==> config.mk <==
export PLATFORM = sky130hd
export DESIGN_NAME = flexwidth_counter
export DESIGN_NICKNAME = d
export VERILOG_FILES = /design/src/rtl/fwc_pkg.sv /design/src/rtl/fwc_regs.sv /design/src/rtl/fwc_evsync.sv /design/src/rtl/fwc_core.sv /design/src/rtl/flexwidth_counter.sv
export SDC_FILE = /design/constraint.sdc
export NUM_CORES = 1
export LEC_CHECK = 0
export ABC_AREA = 1
export CAP_MARGIN = 20
export CORE_MARGIN = 2
export CORE_UTILIZATION = 35
export CTS_CLUSTER_SIZE = 8
export DETAILED_ROUTE_END_ITERATION = 8
export DONT_BUFFER_PORTS = 1
export SYNTH_ARGS = -nofsm -noshare
export SYNTH_HDL_FRONTEND = slang
export SYNTH_HIERARCHICAL = 1
export SYNTH_SLANG_ARGS = --single-unit
==> constraint.sdc <==
create_clock -name clk -period 2.9 [get_ports clk]
set_input_delay 0.29 -clock clk [delete_from_list [all_inputs] [get_ports clk]]
set_output_delay 0.29 -clock clk [all_outputs]
set_load 0.03 [all_outputs]
==> src/rtl/fwc_pkg.sv <==
package fwc_pkg;
    // control word, bit 8 down to bit 0
    typedef struct packed {
        logic       pwm_en;   // [8]
        logic       run;      // [7]
        logic       limited;  // [6]
        logic [2:0] src;      // [5:3]
        logic       down;     // [2]
        logic [1:0] wsel;     // [1:0]
    } ctrl_t;

    localparam int CTRL_W = $bits(ctrl_t);

    localparam logic [1:0] ADDR_CTRL   = 2'd0;
    localparam logic [1:0] ADDR_RELOAD = 2'd1;
    localparam logic [1:0] ADDR_CMP    = 2'd2;
    localparam logic [1:0] ADDR_COUNT  = 2'd3;
endpackage

==> src/rtl/fwc_regs.sv <==
module fwc_regs
    import fwc_pkg::*;
#(
    parameter int CW = 10
) (
    input  logic          clk,
    input  logic          rst_n,
    input  logic          we,
    input  logic [1:0]    addr,
    input  logic [CW-1:0] wdata,
    output ctrl_t         ctrl,
    output logic [CW-1:0] reload,
    output logic [CW-1:0] cmpv,
    output logic          load
);
    typedef struct packed {
        ctrl_t         ctrl;
        logic [CW-1:0] reload;
        logic [CW-1:0] cmpv;
    } regs_t;

    regs_t r_d, r_q;

    always_comb begin
        r_d = r_q;
        if (we) begin
            case (addr)
                ADDR_CTRL:   r_d.ctrl   = ctrl_t'(wdata[CTRL_W-1:0]);
                ADDR_RELOAD: r_d.reload = wdata;
                ADDR_CMP:    r_d.cmpv   = wdata;
                default:     r_d        = r_q;
            endcase
        end
    end

    always_ff @(posedge clk or negedge rst_n) begin
        if (!rst_n) r_q <= '0;
        else        r_q <= r_d;
    end

    assign ctrl   = r_q.ctrl;
    assign reload = r_q.reload;
    assign cmpv   = r_q.cmpv;
    assign load   = we && (addr == ADDR_RELOAD);
endmodule

==> src/rtl/fwc_evsync.sv <==
module fwc_evsync #(
    parameter int NPIN = 2
) (
    input  logic            clk,
    input  logic            rst_n,
    input  logic [NPIN-1:0] pin,
    output logic [NPIN-1:0] rise
);
    for (genvar i = 0; i < NPIN; i++) begin : g_pin
        typedef struct packed {
            logic s1;
            logic s2;
            logic s3;
        } sync_t;

        sync_t s_d, s_q;

        always_comb begin
            s_d.s1 = pin[i];
            s_d.s2 = s_q.s1;
            s_d.s3 = s_q.s2;
        end

        always_ff @(posedge clk or negedge rst_n) begin
            if (!rst_n) s_q <= '0;
            else        s_q <= s_d;
        end

        assign rise[i] = s_q.s2 && !s_q.s3;
    end
endmodule

==> src/rtl/fwc_core.sv <==
module fwc_core
    import fwc_pkg::*;
#(
    parameter int CW = 10
) (
    input  logic          clk,
    input  logic          rst_n,
    input  ctrl_t         ctrl,
    input  logic          step,
    input  logic          load,
    input  logic [CW-1:0] load_val,
    input  logic [CW-1:0] reload,
    input  logic [CW-1:0] cmpv,
    output logic [CW-1:0] cnt,
    output logic          irq_cmp,
    output logic          irq_zero,
    output logic          pwm
);
    typedef struct packed {
        logic [CW-1:0] cnt;
        logic          irq_cmp;
        logic          irq_zero;
    } core_t;

    core_t c_d, c_q;

    logic [CW-1:0] mask;
    logic [CW-1:0] act;
    logic [CW-1:0] act_nxt;
    logic [CW-1:0] nxt;
    logic          at_end;

    always_comb begin
        mask   = {CW{1'b1}} >> (2 * ctrl.wsel);
        act    = c_q.cnt & mask;
        at_end = ctrl.down ? (act == '0) : (act == mask);
        if (at_end)         act_nxt = reload & mask;
        else if (ctrl.down) act_nxt = (act - 1'b1) & mask;
        else                act_nxt = (act + 1'b1) & mask;
        nxt = (c_q.cnt & ~mask) | act_nxt;
    end

    always_comb begin
        c_d          = c_q;
        c_d.irq_cmp  = 1'b0;
        c_d.irq_zero = 1'b0;
        if (load) begin
            c_d.cnt = load_val;
        end else if (step) begin
            c_d.cnt      = nxt;
            c_d.irq_zero = (act_nxt == '0);
            c_d.irq_cmp  = ctrl.limited ? (act_nxt == (cmpv & mask)) : (nxt == cmpv);
        end
    end

    always_ff @(posedge clk or negedge rst_n) begin
        if (!rst_n) c_q <= '0;
        else        c_q <= c_d;
    end

    assign cnt      = c_q.cnt;
    assign irq_cmp  = c_q.irq_cmp;
    assign irq_zero = c_q.irq_zero;
    assign pwm      = ctrl.pwm_en && (act < (cmpv & mask));
endmodule

==> src/rtl/flexwidth_counter.sv <==
module flexwidth_counter
    import fwc_pkg::*;
#(
    parameter int CW   = 10,
    parameter int NTCK = 6,
    parameter int NEVT = 2
) (
    input  logic            clk,
    input  logic            rst_n,
    input  logic            reg_we,
    input  logic [1:0]      reg_addr,
    input  logic [CW-1:0]   reg_wdata,
    output logic [CW-1:0]   reg_rdata,
    input  logic [NTCK-1:0] tick_src,
    input  logic [NEVT-1:0] evt_pin,
    output logic            irq_cmp,
    output logic            irq_zero,
    output logic            pwm_out
);
    localparam int NSRC = NTCK + NEVT;

    ctrl_t           ctrl_w;
    logic [CW-1:0]   reload_w;
    logic [CW-1:0]   cmpv_w;
    logic [CW-1:0]   cnt_w;
    logic            load_w;
    logic            step_w;
    logic [NEVT-1:0] evt_rise;
    logic [NSRC-1:0] srcs;

    fwc_regs #(.CW(CW)) u_regs (
        .clk(clk), .rst_n(rst_n), .we(reg_we), .addr(reg_addr),
        .wdata(reg_wdata), .ctrl(ctrl_w), .reload(reload_w),
        .cmpv(cmpv_w), .load(load_w)
    );

    fwc_evsync #(.NPIN(NEVT)) u_sync (
        .clk(clk), .rst_n(rst_n), .pin(evt_pin), .rise(evt_rise)
    );

    assign srcs   = {evt_rise, tick_src};
    assign step_w = ctrl_w.run && srcs[ctrl_w.src];

    fwc_core #(.CW(CW)) u_core (
        .clk(clk), .rst_n(rst_n), .ctrl(ctrl_w), .step(step_w),
        .load(load_w), .load_val(reg_wdata), .reload(reload_w),
        .cmpv(cmpv_w), .cnt(cnt_w), .irq_cmp(irq_cmp),
        .irq_zero(irq_zero), .pwm(pwm_out)
    );

    always_comb begin
        case (reg_addr)
            ADDR_CTRL:   reg_rdata = CW'(ctrl_w);
            ADDR_RELOAD: reg_rdata = reload_w;
            ADDR_CMP:    reg_rdata = cmpv_w;
            default:     reg_rdata = cnt_w;
        endcase
    end
endmodule

Word level (Yosys, flattened, before mapping):

Cells that the tools add are included.

* word-level logic and storage cells: 59
* output and inout bits: 13
* bits of input ports: 23
* flip-flop bits (word level): 47

* add/subtract/negate cells: 2
* shift operators: 1
* equality and inequality tests: 5
* muxes and demuxes: 10
* reduce and logical (&&, ||, !) cells: 14
* bitwise gates (word level): 8
* $lt $le $gt $ge: 2

Operator list (number)
* AND 10 bit: 6
* equality test 10 bit: 3
* two-way mux 10 bit: 3
* case mux 10 bit (3 select lines): 1
* zero test 10 bit: 2
* two-way mux 12 bit: 1
* adder 10 x 1 -> 10 bit (second input constant): 1
* < comparator 10 bit: 1
* NOT 10 bit: 1
* OR 10 bit: 1
* right shift 10 x 3 -> 10 bit (first input constant): 1
* subtractor 10 x 1 -> 10 bit (second input constant): 1
* AND reduction 2 bit: 3
* logical AND 1 bit: 5
* < comparator 3 x 4 -> 1 bit (second input constant): 1
* binary-select mux 1 bit (select 3 bit): 1
* two-way mux 1 bit: 3
* equality test 2 x 1 -> 1 bit (second input constant): 1
* equality test 2 bit (second input constant): 1
* zero test 1 bit: 2
* zero test 2 bit: 1
* two-way mux 2 bit: 1
* nonzero test 2 bit: 1

Logic depth before layout (Yosys ltp):

Gate-level depths: netlist of run 1.

* depth in word-level cells: 11
* depth in mapped cells: 19
* mapped depth without buffers: 18

Hierarchy:

The synthesis of run 1 kept the hierarchy.

Modules (own cells, without submodules)
* fwc_core: seq. area each 300.3 um^2, times used 1, area each 1948.1 um^2, cells each 334
* fwc_regs: seq. area each 725.7 um^2, times used 1, area each 1226.2 um^2, cells each 132
* flexwidth_counter: seq. area each 0.0 um^2, times used 1, area each 359.1 um^2, cells each 83
* fwc_evsync: seq. area each 150.1 um^2, times used 1, area each 170.2 um^2, cells each 10

Least setup slack after synthesis of run 1:

No wires, ideal clock.

* kind: reg2reg
* from: reg u_regs.r_q (netlist bit u_regs/ctrl[2])
* to: reg u_core.c_q (netlist bit u_core/irq_cmp)
* setup slack: 0.589 ns
* clock period less this slack: 2.311 ns
* required time: 2.831 ns
* stages on the path, launching flop included: 18
* arrival: 2.242 ns
* library setup time: 0.069 ns
* buffers on the path: 1
* cell sequence: dfrtp_1 > buf_4 > inv_2 > fa_1 > nand3b_1 > nand2_1 > nand3_1 > nand2_1 > nand3_1 > nand3_1 > nor2_1 > nor2_1 > nand2_1 > nor2_1 > nand3_1 > nand2_1 > nand2_1 > nor2b_2

RTL lines
* from (decl): line fwc_regs.sv:22 `regs_t r_d, r_q;`
* from (signal assigned): line fwc_regs.sv:38 `else r_q <= r_d;`
* to (signal assigned): line fwc_core.sv:57 `if (!rst_n) c_q <= '0;`
* to (signal assigned): line fwc_core.sv:58 `else c_q <= c_d;`
* to (decl): line fwc_core.sv:25 `core_t c_d, c_q;`

Worst setup path after layout of run 1:

* from: reg u_regs.r_q (netlist bit u_regs/cmpv[1])
* to: out pwm_out

* cells in the longest elaborated chain, start to end: 3

Ends and longest elaborated chain
* AND 10 bit: line fwc_core.sv:64 `assign pwm = ctrl.pwm_en && (act < (cmpv & mask));`
* < comparator 10 bit: line fwc_core.sv:64
* logical AND 1 bit: line fwc_core.sv:64
* to (decl): line flexwidth_counter.sv:18 `output logic pwm_out`

No other way between the ends.

==> metrics.md, run 1 <==
| Metric | Value |
|---|---|
| Outcome | `finished, final reports clean` |
| First-pass GRT wire length | `17500 microns` |
| Main combinational cell family by area after synthesis | `simple AND/OR/NAND/NOR gates` |
| Top Family by Delay on Critical Path | `compound AO/OA/AOI/OAI gates` |
| CP max stage delay | `0.44 ns` |
| Clk root buf | `clkbuf_8` |
| Arrival time worst endpoint | `2.43 ns` |
| F_max | `367 MHz` |
| DRT Pass-1 Iters | `5` |
| GR Util met1 | `26.0%` |
| Setup Buffers After CTS | `0` |
| Synth Area in Compound Gates | `6.76%` |
| Top FF cell, synth | `dfrtp_1` |
| Setup WS pre-CTS | `0.297 ns` |
| Buffers and inverters on the worst path | `2` |
| Final GP Congestion | `0.904` |
| Worst skew pair latency | `0.29 ns` |
| Leak Pwr | `0.00212 uW` |
| # DRC | `0` |
| Synth Area in XOR/XNOR | `0.709%` |
| Max cap viols | `0` |
| Clock Path Buffers | `2` |
| Worst setup SP type | `flip-flop` |
| WL/cell | `15.1 microns` |
| Grt ovf | `0` |
| Simple-gate share of the synthesized area | `44.8%` |
| Most frequent cell after synthesis | `nand2_1` |
| Post-synth top area share | `31.8%` |
| Total GRT Usage | `19.2%` |
| Clk_skew | `0.00482 ns` |
| Hold crit path type | `input port to flip-flop` |
| Final WL | `10500 microns` |
| Vias post-DR | `3582` |
| Sequential element share of the synthesized area | `31.8%` |
| Num rows | `37` |
| CP Cell Sequence | `inv_1, ha_1, a21boi_0, o21ai_0, nand2_1, a211oi_1, a211oi_1, nor2_1, o21ai_0, a21oi_1, buf_4` |
| Ant. Diodes | `0` |
| Largest cells by area after synthesis | `dfrtp_1, nand2_1, inv_1, nand3_1, nand4_1` |
| Final Power | `3260 uW` |
| Area delta synth->final | `7.74%` |
| CORE AREA | `10300 sq um` |
| Average cell area after synthesis | `6.63 sq um` |
| Hold Fails Final Rpt | `0` |
| Critical Path RT | `2.61 ns` |
| CTS tree | `yes` |
| Synthesized area | `3700 sq um` |
| Worst setup margin | `0.175 ns` |
| Die width | `107 microns` |
| Total Nets Final | `597` |
| # H-tree levels | `2` |
| DP Wirelength | `8160 microns` |
| Syn nets | `597` |
| M3 GR Usage | `2.19%` |
| Cells after Synth | `559` |
| Worst slew pin tran | `0.506 ns` |
| Post-cts resize count | `0` |
| Number of synthesized flops with an enable pin | `0` |
| Die Height | `107 microns` |
| Vias per inst | `5.15` |
| Synth area leader | `dfrtp_1` |
| Synth top cells by count | `nand2_1, inv_1, nand3_1, dfrtp_1, nand4_1` |
| Share of cells above drive strength 1 | `9.29%` |
| Remaining antenna violation count | `0` |
| Initial Utilization | `36.0%` |
| Yosys warns | `6` |
| Fillers | `1110` |
| Setup violations, final | `0` |
| GR peak layer | `met2` |
| FF+latch count, synth | `47` |
| Clock-pin slew on the worst setup and hold paths | `0.09 ns` |
| Post-Synth Adder-Cell Area | `5.27%` |
| Antenna violations before repair | `0` |
| CP endpoint kind | `output pin` |
| RSZ-0062 raised after global routing | `no` |
| Iter 0 DRT Violations | `266` |
| Fin Setup TNS | `0 ns` |
| Worst vdd ir | `0.281 mV` |
| Die Area | `11400 sq um` |
| Pwr dens | `818 nW/um^2` |
| I/O pin count | `36` |
| Slew headroom | `66.2%` |
| Cts bufs inserted | `5` |
| Port Buffers | `0` |
| Post-route clock period utilization | `94.0%` |
| Max FO, Critical Path | `4` |
| Critical path class | `flip-flop to output pin` |
| Slowest cell on crit path | `dfrtp_1` |
| Vias in the first global route | `3410` |
| Synth async-reset ratio | `100%` |
| Clock sink count | `47` |
| GR met2 Demand/Resource | `33.3%` |
| Post-synthesis mux area share | `0%` |
| Pin count of the biggest net entering global routing | `48` |
| Final Max Slew Viols | `0` |
| Clock period minus worst slack | `2.72 ns` |
| Synth cell types | `37` |
==> flip-flops by register name, indices dropped and copies added (netlist names) <==
register	count
u_core/irq_cmp	1
u_regs/ctrl	9
u_sync/g_pin.s_d	4
u_sync/g_pin.s_q	2
u_core/cnt	10
u_regs/cmpv	10
u_core/irq_zero	1
u_regs/reload	10
==> final timing paths <==
check | from | endpoint | slack, ns | depth (start not counted)
min in group asynchronous | rst_n | u_regs/ctrl[5] | 0.49 | 2
max in group asynchronous | rst_n | u_regs/reload[3] | 2.19 | 2
worst min register to register | u_sync/g_pin[0].s_d[1] | u_sync/g_pin[0].s_d[0] | 0.36 | 0
worst max-delay path | u_regs/cmpv[1] | pwm_out | 0.18 | 11
worst min-delay path | reg_wdata[5] | u_core/cnt[5] | 0.12 | 2
worst max register to register | u_regs/ctrl[1] | u_core/irq_zero | 0.28 | 13
==> stage by stage <==
| stage | hold WS, ns | utilization [%] | std cells | cell area (sq um) |
|---|---|---|---|---|
| global route | 0.128 | 38.8 | 696 | 3990 |
| floorplan | -0.00559 | - | 559 | 3700 |
| CTS | 0.00249 | 38.6 | 694 | 3970 |
| finish | 0.125 | 38.8 | 696 | 3990 |
| detailed placement | -0.00317 | 36.9 | 684 | 3800 |
| global placement | -0.00342 | 36.9 | 684 | 3800 |
==> cells by family (layout without fill, tap and decap cells) <==
family / count (synthesis) / after routing
simple gates: 365 / 365
buf+inv: 92 / 93
flops: 47 / 47
compound gates: 37 / 37
fa+ha+maj: 15 / 15
xor+xnor: 3 / 3
==> layout by cell type, fill, tap and decap left out, types with 4 or more instances in the layout <==
| cell type | instances |
|---|---|
| nand3_1 | 49 |
| nand2_1 | 216 |
| nor2_2 | 7 |
| nor2_4 | 4 |
| nand2_2 | 7 |
| inv_1 | 66 |
| clkbuf_8 | 5 |
| o21ai_1 | 6 |
| nand3_2 | 5 |
| o21ai_0 | 7 |
| a22oi_1 | 6 |
| nor2_1 | 33 |
| nand4_1 | 34 |
| o211ai_1 | 4 |
| buf_4 | 4 |
| ha_1 | 14 |
| a21oi_1 | 5 |
| dfrtp_1 | 47 |
| inv_2 | 10 |
==> per-layer routing <==
layer  wire [microns]  up-vias  part of all wire [%]
met2             5160      106                    49
met5                0        -                     0
met3              522       10                   5.0
li1                 -     1795                     -
met4              134        0                   1.3
met1             4730     1671                    45
==> cell type report <==
cell class              count  area, sq um  share of cell area [%]
multi-input cells         420         2130                    53.4
flip-flops and latches     47         1180                    29.5
inverters                  77          289                    7.24
well taps                 136          170                    4.26
repair buffers              8         87.6                    2.20
clock buffers               5         68.8                    1.72
clock inverters             3         67.6                    1.69
==> worst reg2reg max path, cell delays in order (launching register included) <==
cell and delay [ns]:
dfrtp_1 0.45, nand2_1 0.36, nand2_1 0.09, nand2_1 0.08, clkinv_1 0.06, nand3_2 0.10
inv_1 0.06, nor2_2 0.42, nand2_1 0.10, o21ai_1 0.13, inv_1 0.09, nor3_1 0.24
nand4_1 0.13, nor3b_1 0.23
==> where the power goes <==
group          internal [uW]  switching (uW)
clock                    344             222
sequential               791             212
combinational            579            1120
==> repair_timing <==
item,4_1_cts,5_1_grt
endpoints found under the hold margin,47,2
hold buffers,2,2
endpoints found under the setup margin,0,0
(Power assumes the default switching activity.)
==> run 2, diff against run 1 <==
Clock period 2.9 ns to 2.45 ns, I/O delays scaled along.
==> run 2 against run 1 <==
First-iteration DRC count grew 6.8%. Combinational power grew 29%. Clock power grew 6.2%. Die area is the same. Critical path depth grew 6. Highest routed layer unchanged.
==> metrics.md, run 2 (synthesis results as in run 1) <==
| Metric | Value |
|---|---|
| Worst slew pin tran | `0.480 ns (was 0.506 ns)` |
| Final WL | `10600 microns (was 10500 microns)` |
| F_max | `413 MHz` |
| Worst setup margin | `0.0259 ns (was 0.175 ns)` |
| Final Max Slew Viols | `0 (unchanged)` |
| Die Height | `107 microns (unchanged)` |
| CTS tree | `yes (unchanged)` |
| Crit path from | `u_regs/ctrl[0] (was u_regs/cmpv[1])` |
| Vias per inst | `5.15 (about the same)` |
| Design area | `4130 sq um (was 3990 sq um)` |
| Clk root buf | `clkbuf_8 (unchanged)` |
| Post-route clock period utilization | `98.9%` |
| Hold Fails Final Rpt | `0 (unchanged)` |
| Max FO, Critical Path | `4 (unchanged)` |
| Clock period minus worst slack | `2.42 ns` |
| Grt ovf | `0 (unchanged)` |
| Worst setup SP type | `flip-flop (unchanged)` |
| # DRC | `0 (unchanged)` |
| Worst skew pair latency | `0.31 ns (was 0.29 ns)` |
| Max cap viols | `0 (unchanged)` |
| Vias in the first global route | `3432 (was 3410)` |
| Dpl cell area | `3890 sq um (was 3800 sq um)` |
| Die Area | `11400 sq um (unchanged)` |
| Hold crit path type | `input port to flip-flop (unchanged)` |
| Commonest cells after routing, fill and taps aside | `nand2_1, inv_1, nand3_1 (unchanged)` |
| Arrival time worst endpoint | `2.63 ns (was 2.43 ns)` |
| Final GP Congestion | `0.909 (was 0.904)` |
| Remaining antenna violation count | `0 (unchanged)` |
| I/O pin count | `36 (unchanged)` |
| Total Nets Final | `614 (was 597)` |
| CP endpoint kind | `flip-flop (was output pin)` |
| Setup violations, final | `0 (unchanged)` |
| Pin count of the biggest net entering global routing | `48 (unchanged)` |
| R2r setup slk | `0.03 ns (was 0.28 ns)` |
| Worst reg-to-reg path cell count | `17 (was 13)` |
| Antenna violations before repair | `0 (unchanged)` |
| WL/cell | `14.8 microns (was 15.1 microns)` |
| Clk_skew | `0.00787 ns (was 0.00482 ns)` |
| DRT Pass-1 Iters | `5 (unchanged)` |
| RSZ-0062 raised after global routing | `yes (was no)` |
| Worst r2r dst | `u_core/irq_cmp (was u_core/irq_zero)` |
| FF-to-FF Start | `u_regs/ctrl[0] (was u_regs/ctrl[1])` |
| Clock Path Buffers | `2 (unchanged)` |
| Cts bufs inserted | `5 (unchanged)` |
| Initial Utilization | `36.0% (unchanged)` |
| Critical Path RT | `2.66 ns (was 2.61 ns)` |
| Slew headroom | `67.9% (was 66.2%)` |
| Critical Path End | `u_core/irq_cmp (was pwm_out)` |
| DP Wirelength | `8300 microns (was 8160 microns)` |
| Leak Pwr | `0.00220 uW (was 0.00212 uW)` |
| Num rows | `37 (unchanged)` |
| First-pass GRT wire length | `17600 microns (was 17500 microns)` |
| Final Power | `3970 uW (was 3260 uW)` |
| Die width | `107 microns (unchanged)` |
| Clock sink count | `47 (unchanged)` |
| Clock-pin slew on the worst setup and hold paths | `0.10 ns (was 0.09 ns)` |
| Vias post-DR | `3672 (was 3582)` |
| Worst vdd ir | `0.362 mV (was 0.281 mV)` |
| Setup WS pre-CTS | `-0.000436 ns (was 0.297 ns)` |
| Most common cell after layout, fill and taps aside | `nand2_1 (unchanged)` |
| Fillers | `1108 (was 1110)` |
| Port Buffers | `0 (unchanged)` |
| Area delta synth->final | `11.5% (was 7.74%)` |
| CORE AREA | `10300 sq um (unchanged)` |
| # H-tree levels | `2 (unchanged)` |
| Total GRT Usage | `19.4% (was 19.2%)` |
| Outcome | `finished, final reports clean (unchanged)` |
| Critical path class | `flip-flop to flip-flop (was flip-flop to output pin)` |
| Iter 0 DRT Violations | `284 (was 266)` |
| Share of cells above drive strength 1 | `13.5% (was 9.29%)` |
| Ant. Diodes | `0 (unchanged)` |
| Pwr dens | `962 nW/um^2 (was 818 nW/um^2)` |
-- run 2: cell count changes in the layout (fill, tap and decap cells not counted), sizes merged --
cell | before | now
buf | 5 | 22
clkinv | 1 | 2
bufinv | 2 | 1
inv | 76 | 77
clkinvlp | 1 | 0
-- run 2: repair_timing --
item | in CTS | in global routing
setup buffers | 2 | 2
hold buffers | 4 | 0
endpoints found under the hold margin | 49 | 0
gates resized for setup | 4 | 9
cloned | 0 | 0
setup endpoints to repair | 2 | 7
-- run 2: critical path, cell delays in order, from the launching register on --
cell and delay (ns):
dfrtp_2 0.48, nor2_4 0.16, nand2_1 0.14, inv_1 0.14, ha_1 0.27, nand2_1 0.11, inv_1 0.06, a21oi_2 0.16
nand2_1 0.07, nand2_1 0.06, nand3_1 0.10, nand2_2 0.11, nand2_1 0.08, nand2_1 0.06, nand2_1 0.06, nand4_1 0.08
nand2_1 0.05, nor2b_2 0.14
-- run 2: layer usage --
metal / share of wire [%] / wire, microns / vias up / GRT usage [%]
met5: 0 / 0 / - / 0
met4: 1.9 / 197 / 0 / 5.57
met3: 5.4 / 575 / 17 / 2.67
met2: 47 / 5000 / 116 / 32.3
met1: 46 / 4820 / 1712 / 26.4
li1: - / - / 1827 / -
-- run 2: power by group --
part | leakage, uW | total [uW] | internal, uW | switching, uW
Sequential | 0.000581 | 1170 | 938 | 232
Clock | 0.0000587 | 600 | 310 | 290
Combinational | 0.00156 | 2200 | 800 | 1400
Total | 0.00220 | 3970 | 2050 | 1920
-- run 2: how the worst min path moves through the flow --
stage / start / to / slack, ns / depth (start not counted)
3_3_place_gp: rst_n / u_regs/ctrl[7] / -0.05 / 0
6_report: reg_wdata[3] / u_regs/ctrl[3] / 0.06 / 2
4_1_cts: reg_wdata[3] / u_regs/ctrl[3] / 0.06 / 2
5_1_grt: reg_addr[0] / u_regs/reload[4] / 0.06 / 2
3_5_place_dp: rst_n / u_regs/ctrl[7] / -0.05 / 0
2_1_floorplan: rst_n / u_core/cnt[0] / -0.05 / 0
-- run 2: layout make-up --
cell class              instances  area [sq um]  share of cell area, %
clock buffers                   5          68.8                   1.67
multi-input cells             420          2160                   52.3
inverters                      77           289                   7.00
well taps                     136           170                   4.12
clock inverters                 3          47.5                   1.15
repair buffers                 25           215                   5.21
flip-flops and latches         47          1180                   28.6
-- run 2: stage by stage --
stage          cells  hold slack, ns   TNS (ns)  utilization [%]
2_1_floorplan    559         -0.0506          0                -
3_3_place_gp     697         -0.0486          0             37.9
3_5_place_dp     697         -0.0488  -0.000436             37.9
4_1_cts          711          0.0591          0             39.8
5_1_grt          713          0.0603     -0.428             40.2
6_report         713          0.0648          0             40.2
==> run 3, diff against run 2 <==
Settings changed: CORE_ASPECT_RATIO set to 0.75.
==> run 3 against run 2 <==
The flow now finishes with violations (setup timing). Combinational power grew 12%. Flip-flop and latch count unchanged. Count of clock-buffer cells in the layout rose by 2. Die area hardly changed. Critical endpoint is now pwm_out.
==> metrics.md, run 3 (synthesis results as in run 1) <==
| Metric | Value |
|---|---|
| Clock sink count | `47 (unchanged)` |
| First-pass GRT wire length | `18800 microns (was 17600 microns)` |
| CORE AREA | `10300 sq um (about the same)` |
| Worst Hold Slack | `0.0859 ns (was 0.0648 ns)` |
| Share of cells above drive strength 1 | `17.8% (was 13.5%)` |
| Internal Power | `2260 uW (was 2050 uW)` |
| Final Power | `4360 uW (was 3970 uW)` |
| Remaining antenna violation count | `0 (unchanged)` |
| Num rows | `32 (was 37)` |
| DRT Pass-1 Iters | `6 (was 5)` |
| WHS Endpoint | `u_core/cnt[5] (was u_regs/ctrl[3])` |
| Initial Utilization | `36.0% (about the same)` |
| Min-Delay Path Depth | `2 (unchanged)` |
| Clock Power Share | `16.4% (was 15.1%)` |
| FF-to-FF Start | `u_regs/ctrl[1] (was u_regs/ctrl[0])` |
| Switching pwr | `2090 uW (was 1920 uW)` |
| Antenna violations before repair | `1 (was 0)` |
| Comb pwr share | `56.8% (was 55.4%)` |
| Vias in the first global route | `3581 (was 3432)` |
| Grt ovf | `0 (unchanged)` |
| Hold Fails Final Rpt | `0 (unchanged)` |
| Iter 0 DRT Violations | `360 (was 284)` |
| Total Nets Final | `620 (was 614)` |
| Max FO, Critical Path | `7 (was 4)` |
| Leak Pwr | `0.00226 uW (was 0.00220 uW)` |
| Worst r2r dst | `u_core/irq_cmp (unchanged)` |
| Worst skew pair latency | `0.30 ns (was 0.31 ns)` |
| I/O pin count | `36 (unchanged)` |
| Most common cell after layout, fill and taps aside | `nand2_1 (unchanged)` |
| Vias post-DR | `3798 (was 3672)` |
| Final Max Slew Viols | `0 (unchanged)` |
| # H-tree levels | `2 (unchanged)` |
| Vias per inst | `5.28 (was 5.15)` |
| Worst vdd ir | `0.353 mV (was 0.362 mV)` |
| Pin count of the biggest net entering global routing | `48 (unchanged)` |
| Worst slew pin tran | `0.581 ns (was 0.480 ns)` |
| Slew headroom | `61.2% (was 67.9%)` |
| Worst setup SP type | `flip-flop (unchanged)` |
| Clock period minus worst slack | `2.45 ns (was 2.42 ns)` |
| Die width | `123 microns (was 107 microns)` |
| Die Height | `93.1 microns (was 107 microns)` |
| WL/cell | `16.3 microns (was 14.8 microns)` |
| Max cap viols | `0 (unchanged)` |
| Final GP Congestion | `0.936 (was 0.909)` |
| Clock-pin slew on the worst setup and hold paths | `0.07 ns (was 0.10 ns)` |
| Final WL | `11700 microns (was 10600 microns)` |
| CTS tree | `yes (unchanged)` |
| # DRC | `0 (unchanged)` |
| Setup violations, final | `1 (was 0)` |
| Commonest cells after routing, fill and taps aside | `nand2_1, inv_1, nand3_1 (unchanged)` |
| Hold path start | `reg_wdata[5] (was reg_wdata[3])` |
| Outcome | `finished with violations (was finished, final reports clean)` |
| Reg power frac | `26.9% (was 29.5%)` |
| Clock Path Buffers | `2 (unchanged)` |
| Port Buffers | `0 (unchanged)` |
| Cts bufs inserted | `5 (unchanged)` |
| Clk_skew | `0.00766 ns (was 0.00787 ns)` |
| Ant. Diodes | `0 (unchanged)` |
| RSZ-0062 raised after global routing | `yes (unchanged)` |
| Switch share | `48.0% (was 48.4%)` |
| F_max | `408 MHz (was 413 MHz)` |
| Post-route clock period utilization | `100% (was 98.9%)` |
| Clk root buf | `clkbuf_16 (was clkbuf_8)` |
| Hold crit path type | `input port to flip-flop (unchanged)` |
| DP Wirelength | `8810 microns (was 8300 microns)` |
| Worst setup margin | `-0.000288 ns (was 0.0259 ns)` |
| Failing checks | `setup timing` |
| Total GRT Usage | `21.4% (was 19.4%)` |
| Arrival time worst endpoint | `2.21 ns (was 2.63 ns)` |
| Area delta synth->final | `17.1% (was 11.5%)` |
| Worst reg-to-reg path cell count | `19 (was 17)` |
| R2r setup slk | `0.04 ns (was 0.03 ns)` |
| CP endpoint kind | `output pin (was flip-flop)` |
| Die Area | `11400 sq um (about the same)` |
| Critical path class | `flip-flop to output pin (was flip-flop to flip-flop)` |
| Critical Path RT | `2.20 ns (was 2.66 ns)` |
| Pwr dens | `1000 nW/um^2 (was 962 nW/um^2)` |
-- run 3: cell count changes in the layout (fill, tap and decap cells not counted), moves of 3 or more --
cell,previous run,this run
buf_6,0,4
clkbuf_16,0,5
clkbuf_8,5,1
ha_1,14,11
nand2_1,215,210
nand2_2,7,13
nor2_1,31,27
nor2_2,9,13
-- run 3: timing repair --
| action | in CTS | in global routing |
|---|---|---|
| setup endpoints to repair | 2 | 6 |
| setup buffers | 1 | 3 |
| gates resized for setup | 9 | 30 |
| pin swaps | 3 | 12 |
| hold buffers | 4 | 0 |
| hold endpoints to repair | 49 | 0 |
| gates cloned | 0 | 0 |
-- run 3: per-stage QoR --
| stage | cell area (sq um) | setup slack, ns | util [%] | instances | TNS (ns) |
|---|---|---|---|---|---|
| 5_1_grt | 4340 | -0.124 | 42.1 | 719 | -0.264 |
| 2_1_floorplan | 3700 | 0.139 | - | 559 | 0 |
| 3_3_place_gp | 3960 | 0.0493 | 38.5 | 703 | 0 |
| 6_report | 4340 | -0.000288 | 42.1 | 719 | -0.000288 |
| 4_1_cts | 4200 | -0.0308 | 40.8 | 716 | -0.0308 |
| 3_5_place_dp | 3960 | -0.00173 | 38.5 | 703 | -0.00173 |
-- run 3: critical path: stages (launching register included) --
cell and delay, ns:
dfrtp_2 0.44, buf_12 0.15, nor2_4 0.19, inv_2 0.10
nor2_2 0.11, inv_1 0.07, ha_1 0.28, a211o_1 0.30
a21oi_2 0.12, buf_6 0.14
-- run 3: area by class of cell --
class | instances | area, sq um
multi-input combinational | 420 | 2240
sequential | 47 | 1180
clock buffer | 7 | 143
inverter | 77 | 289
clock inverter | 1 | 8.76
fill | 1044 | 5950
tap | 136 | 170
timing repair buffer | 31 | 300
-- run 3: metal layers --
metal	wire (microns)	vias up	track usage, %
met5	0	-	0
met4	162	0	4.69
met3	1240	21	6.95
met1	5480	1772	30.8
li1	-	1851	-
met2	4820	154	31.2
-- run 3: power groups by stage --
stage	Combinational, uW	Sequential [uW]	Clock [uW]
final	2470	1170	713
after floorplan	1590	1120	0
after CTS	2230	1160	724
after global routing	2770	1200	764
after global placement	2100	1170	0
after detailed placement	2130	1180	0
-- run 3: worst max-delay path by stage --
stage                         from              end  slack, ns
floorplan           u_regs/ctrl[2]   u_core/irq_cmp       0.14
global placement    u_regs/ctrl[0]  u_core/irq_zero       0.05
detailed placement  u_regs/ctrl[2]  u_core/irq_zero     -0.002
CTS                 u_regs/cmpv[1]          pwm_out      -0.03
global route        u_regs/ctrl[0]   u_core/irq_cmp      -0.12
finish              u_regs/ctrl[1]          pwm_out    -0.0003
